### config.mk
export PLATFORM = sky130hd
export DESIGN_NAME = bus_cycle_seq
export DESIGN_NICKNAME = d
export VERILOG_FILES = /design/src/rtl/bcs_pkg.sv /design/src/rtl/bcs_clkdiv.sv /design/src/rtl/bcs_fsm.sv /design/src/rtl/bcs_pindrv.sv /design/src/rtl/bus_cycle_seq.sv
export SDC_FILE = /design/constraint.sdc
export NUM_CORES = 1
export LEC_CHECK = 0
export BUFFER_PORTS_ARGS = -buffer_cell sky130_fd_sc_hd__buf_2
export CAP_MARGIN = 0
export CORE_ASPECT_RATIO = 1.1
export CORE_MARGIN = 10
export CORE_UTILIZATION = 45
export CTS_BUF_LIST = sky130_fd_sc_hd__clkbuf_16
export CTS_CLUSTER_SIZE = 28
export DETAILED_ROUTE_END_ITERATION = 12
export GPL_ROUTABILITY_DRIVEN = 0
export GPL_TIMING_DRIVEN = 0
export PLACE_DENSITY = 0.73
export SYNTH_ARGS = -nofsm -noshare
export SYNTH_HDL_FRONTEND = slang
export SYNTH_SLANG_ARGS = --single-unit
### constraint.sdc
create_clock -name clk -period 2.9 [get_ports clk]
set_input_delay 0.58 -clock clk [delete_from_list [all_inputs] [get_ports clk]]
set_output_delay 0.58 -clock clk [all_outputs]
set_load 0.05 [all_outputs]
### src/rtl/bcs_pkg.sv
package bcs_pkg;

    localparam int AW = 16;
    localparam int DW = 8;
    localparam int HW = AW - DW;

    typedef enum logic [2:0] {
        K_FETCH = 3'd0,
        K_MRD   = 3'd1,
        K_MWR   = 3'd2,
        K_IORD  = 3'd3,
        K_IOWR  = 3'd4
    } kind_e;

    typedef enum logic [2:0] {
        TS_IDLE = 3'd0,
        TS_1    = 3'd1,
        TS_2    = 3'd2,
        TS_3    = 3'd3,
        TS_4    = 3'd4
    } tstate_e;

    typedef struct packed {
        logic io_m;
        logic s1;
        logic s0;
    } status_t;

    typedef struct packed {
        kind_e          kind;
        logic [AW-1:0]  addr;
        logic [DW-1:0]  wdata;
    } req_t;

    function automatic logic kind_ok(input logic [2:0] k);
        return k <= 3'd4;
    endfunction

    function automatic logic reads(input kind_e k);
        return (k == K_FETCH) || (k == K_MRD) || (k == K_IORD);
    endfunction

    function automatic logic writes(input kind_e k);
        return (k == K_MWR) || (k == K_IOWR);
    endfunction

    function automatic tstate_e final_state(input kind_e k);
        return (k == K_FETCH) ? TS_4 : TS_3;
    endfunction

    function automatic status_t status_of(input kind_e k);
        status_t s;
        case (k)
            K_FETCH: s = '{io_m: 1'b0, s1: 1'b1, s0: 1'b1};
            K_MRD:   s = '{io_m: 1'b0, s1: 1'b1, s0: 1'b0};
            K_MWR:   s = '{io_m: 1'b0, s1: 1'b0, s0: 1'b1};
            K_IORD:  s = '{io_m: 1'b1, s1: 1'b1, s0: 1'b0};
            K_IOWR:  s = '{io_m: 1'b1, s1: 1'b0, s0: 1'b1};
            default: s = '{io_m: 1'b0, s1: 1'b0, s0: 1'b0};
        endcase
        return s;
    endfunction

endpackage

### src/rtl/bcs_clkdiv.sv
module bcs_clkdiv #(
    parameter int DIV_RATIO = 2
) (
    input  logic clk,
    input  logic rst,
    output logic tick,
    output logic phase
);
    localparam int CW   = (DIV_RATIO > 2) ? $clog2(DIV_RATIO) : 1;
    localparam int HALF = DIV_RATIO / 2;

    logic [CW-1:0] cnt;

    always_ff @(posedge clk) begin
        if (rst) begin
            cnt <= '0;
        end else if (cnt == CW'(DIV_RATIO - 1)) begin
            cnt <= '0;
        end else begin
            cnt <= cnt + 1'b1;
        end
    end

    assign tick  = (cnt == CW'(DIV_RATIO - 1));
    assign phase = (cnt >= CW'(HALF));

    // one enable per divided period
    assert_tick_alt_R1: assert property (@(posedge clk) disable iff (rst)
        tick |=> !tick);

endmodule

### src/rtl/bcs_fsm.sv
module bcs_fsm
    import bcs_pkg::*;
(
    input  logic          clk,
    input  logic          rst,
    input  logic          tick,
    input  logic          req_valid,
    input  logic [2:0]    req_kind,
    input  logic [AW-1:0] req_addr,
    input  logic [DW-1:0] req_wdata,
    input  logic [DW-1:0] ad_in,
    output tstate_e       st,
    output req_t          cur,
    output logic          done,
    output logic [DW-1:0] rdata
);

    always_ff @(posedge clk) begin
        if (rst) begin
            st    <= TS_IDLE;
            cur   <= '0;
            done  <= 1'b0;
            rdata <= '0;
        end else if (tick) begin
            done <= 1'b0;
            case (st)
                TS_IDLE: begin
                    if (req_valid && kind_ok(req_kind)) begin
                        cur.kind  <= kind_e'(req_kind);
                        cur.addr  <= req_addr;
                        cur.wdata <= req_wdata;
                        st        <= TS_1;
                    end
                end
                TS_1: st <= TS_2;
                TS_2: st <= TS_3;
                TS_3: begin
                    if (reads(cur.kind)) begin
                        rdata <= ad_in;
                    end
                    if (final_state(cur.kind) == TS_3) begin
                        st   <= TS_IDLE;
                        done <= 1'b1;
                    end else begin
                        st <= TS_4;
                    end
                end
                TS_4: begin
                    st   <= TS_IDLE;
                    done <= 1'b1;
                end
                default: st <= TS_IDLE;
            endcase
        end
    end

    assert_state_hold_R1: assert property (@(posedge clk) disable iff (rst)
        !tick |=> $stable(st));

    assert_done_idle_R8: assert property (@(posedge clk) disable iff (rst)
        done |-> (st == TS_IDLE));

    assert_t4_fetch_only_R7: assert property (@(posedge clk) disable iff (rst)
        (st == TS_4) |-> (cur.kind == K_FETCH));

endmodule

### src/rtl/bcs_pindrv.sv
module bcs_pindrv
    import bcs_pkg::*;
(
    input  tstate_e       st,
    input  req_t          cur,
    output logic [HW-1:0] addr_hi,
    output logic [DW-1:0] ad_out,
    output logic          ad_oe,
    output logic          ale,
    output logic          rd_n,
    output logic          wr_n,
    output status_t       stat
);

    always_comb begin
        addr_hi = cur.addr[AW-1:DW];
        ad_out  = '0;
        ad_oe   = 1'b0;
        ale     = 1'b0;
        rd_n    = 1'b1;
        wr_n    = 1'b1;
        stat    = '0;
        if (st != TS_IDLE) begin
            stat = status_of(cur.kind);
        end
        case (st)
            TS_1: begin
                ale    = 1'b1;
                ad_oe  = 1'b1;
                ad_out = cur.addr[DW-1:0];
            end
            TS_2, TS_3: begin
                if (writes(cur.kind)) begin
                    ad_oe  = 1'b1;
                    ad_out = cur.wdata;
                    wr_n   = 1'b0;
                end else begin
                    rd_n = 1'b0;
                end
            end
            default: ;
        endcase
    end

endmodule

### src/rtl/bus_cycle_seq.sv
module bus_cycle_seq
    import bcs_pkg::*;
#(
    parameter int DIV_RATIO = 2
) (
    input  logic          clk,
    input  logic          rst,
    input  logic          req_valid,
    input  logic [2:0]    req_kind,
    input  logic [AW-1:0] req_addr,
    input  logic [DW-1:0] req_wdata,
    output logic          done,
    output logic [DW-1:0] rdata,
    output logic          state_clk,
    output logic [HW-1:0] addr_hi,
    output logic [DW-1:0] ad_out,
    input  logic [DW-1:0] ad_in,
    output logic          ad_oe,
    output logic          ale,
    output logic          rd_n,
    output logic          wr_n,
    output logic          io_m,
    output logic          s1,
    output logic          s0
);

    logic    tick;
    tstate_e st;
    req_t    cur;
    status_t stat;

    bcs_clkdiv #(.DIV_RATIO(DIV_RATIO)) u_div (
        .clk   (clk),
        .rst   (rst),
        .tick  (tick),
        .phase (state_clk)
    );

    bcs_fsm u_fsm (
        .clk       (clk),
        .rst       (rst),
        .tick      (tick),
        .req_valid (req_valid),
        .req_kind  (req_kind),
        .req_addr  (req_addr),
        .req_wdata (req_wdata),
        .ad_in     (ad_in),
        .st        (st),
        .cur       (cur),
        .done      (done),
        .rdata     (rdata)
    );

    bcs_pindrv u_pins (
        .st      (st),
        .cur     (cur),
        .addr_hi (addr_hi),
        .ad_out  (ad_out),
        .ad_oe   (ad_oe),
        .ale     (ale),
        .rd_n    (rd_n),
        .wr_n    (wr_n),
        .stat    (stat)
    );

    assign io_m = stat.io_m;
    assign s1   = stat.s1;
    assign s0   = stat.s0;

    // address strobe spans one T-state (two clk cycles at the default ratio)
    assert_ale_one_state_R2: assert property (@(posedge clk) disable iff (rst)
        $rose(ale) |=> (ale ##1 !ale));

    assert_rd_two_states_R4: assert property (@(posedge clk) disable iff (rst)
        $fell(rd_n) |=> (!rd_n ##1 !rd_n ##1 !rd_n ##1 rd_n));

    assert_no_contention_R4: assert property (@(posedge clk) disable iff (rst)
        !rd_n |-> !ad_oe);

    assert_strobe_excl_R6: assert property (@(posedge clk) disable iff (rst)
        !(!rd_n && !wr_n));

    assert_done_after_cycle_R8: assert property (@(posedge clk) disable iff (rst)
        $rose(done) |-> $past(io_m || s1 || s0));

endmodule

**Yosys cells after proc, flatten, opt, wreduce, memory -nomap -nowiden**

Cells that the tools add are included.

- Bits in registers: 40
- Input port bits: 38
- Bits in latches: 0
- Memory bits (read-only): 0
- Logic and storage cells: 48
- Output and inout bits: 33
- Bits in writable memories: 0
- Memories kept: 0

- Reduce and logical (&&, ||, !) cells: 12
- Div/mod/pow operators: 0
- $add $sub $neg: 1
- $lt $le $gt $ge: 2
- Equal/unequal tests: 10
- Shift-type cells: 0
- $mul: 0
- Mux-type cells: 16
- Bitwise gates (word level): 0

Operator list:

| kind | number |
|---|---|
| one-hot mux 8 bit (2 select lines) | 1 |
| equality test 3 x 2 -> 1 bit, second input constant | 5 |
| one-hot mux 3 bit (5 select lines) | 1 |
| 2-to-1 mux 3 bit | 4 |
| one-hot mux 3 bit (4 select lines) | 1 |
| 2-to-1 mux 8 bit | 1 |
| equality test 3 x 1 -> 1 bit, second input constant | 2 |
| equality test 3 bit, second input constant | 2 |
| logical NOT 3 bit | 2 |
| 2-to-1 mux 1 bit | 6 |
| AND reduction 3 bit | 2 |
| one-hot mux 1 bit (2 select lines) | 2 |
| OR reduction 2 bit | 2 |
| <= comparator 3 bit, second input constant | 1 |
| logical OR 1 bit | 3 |
| nonzero test 3 bit | 1 |
| != test 2 x 1 -> 1 bit, second input constant | 1 |
| AND reduction 2 bit | 1 |
| adder 1 bit, second input constant | 1 |
| >= comparator 1 bit, second input constant | 1 |
| logical AND 1 bit | 1 |

**Logic depth before layout (Yosys ltp)**

- Word-level depth: 5
- Mapped depth: 6
- Mapped depth without buffers: 3

**By module**

A second synthesis with hierarchy kept.

- Cell total of the unflattened synthesis: 234
- Area total of the unflattened synthesis: 2258.4 µm²

By module, submodules not included:

| module | times used | area each (µm²) | sequential area each (µm²) | cells an instance |
|---|---|---|---|---|
| bcs_fsm | 1 | 1864.3 | 780.7 | 189 |
| bcs_pindrv | 1 | 362.8 | 0.0 | 42 |
| bcs_clkdiv | 1 | 31.3 | 20.0 | 3 |

**Worst setup path before layout**

No wires, ideal clock.

- Path type: reg-to-output
- From: register u_fsm.st[1]
- To: output ad_out[0]
- Cell stages (with the launch flop): 4
- Slack: 0.329 ns
- Path buffers: 1
- Arrival time: 1.991 ns
- Data required time: 2.320 ns
- Path through: dfxtp_1 > buf_4 > nor3b_2 > a22o_1

- Longest elaborated chain between the ends: 3
- Elaborated cells between the ends (all ways): 5

RTL lines:

| item | RTL line | source |
|---|---|---|
| start: declaration | bcs_fsm.sv:12 | `output tstate_e st,` |
| start signal: assignment | bcs_fsm.sv:20 | `st <= TS_IDLE;` |
| start signal: assignment | bcs_fsm.sv:32 | `st <= TS_1;` |
| start signal: assignment | bcs_fsm.sv:35 | `TS_1: st <= TS_2;` |
| equality test 3 x 2 -> 1 bit | bcs_pindrv.sv:26 | `case (st)` |
| OR reduction 2 bit | bcs_pindrv.sv:26 |  |
| one-hot mux 8 bit (2 select lines) (*) | bcs_pindrv.sv:26 |  |
| end: declaration | bus_cycle_seq.sv:16 | `output logic [DW-1:0] ad_out,` |

Every way passes the cells marked *; elsewhere a longest branch is shown, timed or not.

**Final worst setup path**

- From: register u_fsm.st[1]
- To: output ad_out[6]

The elaborated chain is that of the path after synthesis.

==> run_results.csv <==
group,metric,value,unit
critical_path,crit_fanout,10,
timing,setup-violations-final,0,
clock_tree,htree_levels,2,
place,numPortBuffers,70,
final_layout,nNetsFinal,339,
grt,antenna_found_initial,0,
logic_synthesis,yosysUniqueCellTypes,38,
timing,worst_slew_pin_slew,0.728,ns
logic_synthesis,synth_area_leaders,"dfxtp_1 (41%), mux2i_1 (14%), nand2_1 (11%)",
clock_tree,cts_tree,"built",
grt,grt_overflow_total,0,
logic_synthesis,synth_area_leader_cell,"dfxtp_1",
hold_path,hold_end,"u_fsm.cur[16]",
logic_synthesis,syn-cell-area,0.00198,mm²
logic_synthesis,syn-num-nets,262,
logic_synthesis,yosysMostFrequentCell,"nand2_1",
floorplan,die_h,89.5,µm
hold_path,hold_start,"u_fsm.cur[16]",
clock_tree,clk_pin_slew_worst_paths,0.06,ns
power,power,1.28,mW
power,p_per_area,504,mW/mm²
clock_tree,cts.sinks,40,
critical_path,arrival,2.09,ns
timing,slew_violations,0,
clock_tree,post_cts_resize_count,0,
drt,vias,1813,
critical_path,worstPathRequired,2.32,ns
drt,viasPerCell,5.09,
critical_path,r2r_slack,1.36,ns
timing,rsz0062_at_grt,"no",
drt,wl,5130,µm
clock_tree,cts_inserted_buffers,5,
logic_synthesis,synth-edff-count,0,
run,max-cap-violations,0,
timing,slew_headroom,0.513,
critical_path,reg2reg_from,"u_fsm.st[0]",
grt,grt_first_pass_wirelength,8540,µm
hold_path,hold_path.class,"reg2reg",
grt,track_usage,0.138,
logic_synthesis,synth_warnings,0,
drt,dr.pass1.iters,4,
final_layout,final_design_area_no_fill,0.00253,mm²
logic_synthesis,ys_seq_elements,40,
floorplan,io_pins,71,
place,dp_hpwl,3870,µm
power,irDropWorstVdd,0.000314,V
clock_tree,root_buffer,"clkbuf_16",
floorplan,core_area,0.00429,mm²
logic_synthesis,syn_inst,224,
timing,max_freq,374,MHz
timing,setup-tns-final,0,ns
final_layout,layout-drive-gt1-share,0.325,
grt,first_global_vias,1799,
final_layout,n_fill_cell,407,
final_layout,antenna_cells,0,
drt,drt_iter0_drc,81,
logic_synthesis,yosysTopAreaCellShare,0.405,
floorplan,row_count,25,
floorplan,die_w,83.2,µm
floorplan,start_util,0.461,
timing,fin_crit,2.67,ns
grt,grt_max_degree,13,
clock_tree,hold_buffers,0,
critical_path,critPathKind,"reg2out",
final_layout,fin_util,0.591,
power,leakage,1.12,nW
final_layout,area_delta_synth_final,28.2,%
floorplan,die-area,0.00744,mm²
critical_path,worst_setup_path_start_kind,"register",
critical_path,reg2reg_depth,6,
logic_synthesis,seq_area_frac_synth,0.405,
logic_synthesis,synthArstFlopShare,0,
drt,drc,0,
place,dpl_cell_area,0.00239,mm²
hold_path,holdPathStages,2,
timing,fin_hold_ws,0.459,ns
timing,fin_crit_sh,0.921,
timing,skew,0.00519,ns
clock_tree,clockBufferDepth,2,
drt,drt-wirelength-per-cell,14.4,µm
logic_synthesis,avgSynthCellArea,8.82,µm²
critical_path,worst_setup_path_end_kind,"output port",
clock_tree,cts_setup_buffers,0,
logic_synthesis,synth_common_cells,"nand2_1 (56), dfxtp_1 (40), mux2i_1 (27)",
drt,ant_nets,0,
clock_tree,insertion_delay,0.28,ns
logic_synthesis,synth-main-ff-cell,"dfxtp_1",
timing,finalHoldViolations,0,
outcome,outcome,"completed",
critical_path,r2r-end,"u_fsm.cur[0]",
[critical path: stages, from the launching register on]
cell	delay (ns)
dfxtp_1	0.38
buf_4	0.19
and2b_1	0.16
nor3b_2	0.59
a22o_1	0.23
buf_2	0.27
[cell usage in the layout (no fill, tap or decap), types with 3 or more instances in the layout]
| cell type | count |
|---|---|
| clkbuf_16 | 5 |
| nand2_1 | 56 |
| nor2b_1 | 3 |
| nor3b_2 | 3 |
| nand2b_1 | 3 |
| o31ai_1 | 8 |
| clkbuf_1 | 11 |
| a21oi_1 | 10 |
| inv_1 | 3 |
| mux2i_1 | 27 |
| dfxtp_1 | 40 |
| a22o_1 | 8 |
| nor2_1 | 4 |
| buf_2 | 73 |
| buf_4 | 9 |
| nand4_1 | 8 |
[metal layers]
| layer | routed length [µm] | track usage |
|---|---|---|
| met4 | 51 | 0.0464 |
| met2 | 2310 | 0.218 |
| met3 | 447 | 0.0629 |
| met1 | 2310 | 0.165 |
| met5 | 0 | 0 |
[flip-flops by register name, summed over array words and instances (netlist names)]
register / flops
u_fsm.cur: 27
u_fsm.rdata: 8
u_fsm.st: 3
u_div.tick: 1
u_fsm.done: 1
[layout make-up]
type	count	area [µm²]	share of cell area
Sequential cell	40	801	0.316
Tap cell	54	67.6	0.0267
Multi-Input combinational cell	152	968	0.382
Inverter	4	15.0	0.00593
Clock buffer	5	125	0.0494
Timing Repair Buffer	70	350	0.138
Clock inverter	3	13.8	0.00543
Buffer	28	191	0.0756
[how the worst max path moves through the flow]
stage / start / end / slack [ns] / depth (start not counted)
2_1_floorplan: u_fsm.st[1] / ad_out[0] / 0.33 / 3
3_3_place_gp: u_fsm.st[1] / ad_out[2] / 0.56 / 5
3_5_place_dp: u_fsm.st[1] / ad_out[2] / 0.51 / 5
4_1_cts: u_fsm.st[1] / ad_out[3] / 0.23 / 5
5_1_grt: u_fsm.st[1] / ad_out[3] / 0.12 / 5
6_report: u_fsm.st[1] / ad_out[6] / 0.23 / 5
[stage by stage]
step           cells  worst slack (ns)
2_1_floorplan    224             0.329
3_3_place_gp     348             0.562
6_report         356             0.228
3_5_place_dp     348             0.508
5_1_grt          356             0.115
4_1_cts          356             0.231
[cell families (layout without fill, tap and decap cells)]
logic type	after synthesis	count (layout)	synth area share
mux	27	27	0.137
buf+inv	32	110	0.104
simple gates	87	87	0.215
flops	40	40	0.405
xor+xnor	1	1	0.00443
compound gates	37	37	0.134
[power breakdown]
group / internal [mW] / switching, mW
logic: 0.0692 / 0.111
registers: 0.566 / 0.00854
clock network: 0.312 / 0.209
total: 0.948 / 0.328
No activity file was read; power rests on OpenSTA's default activity.
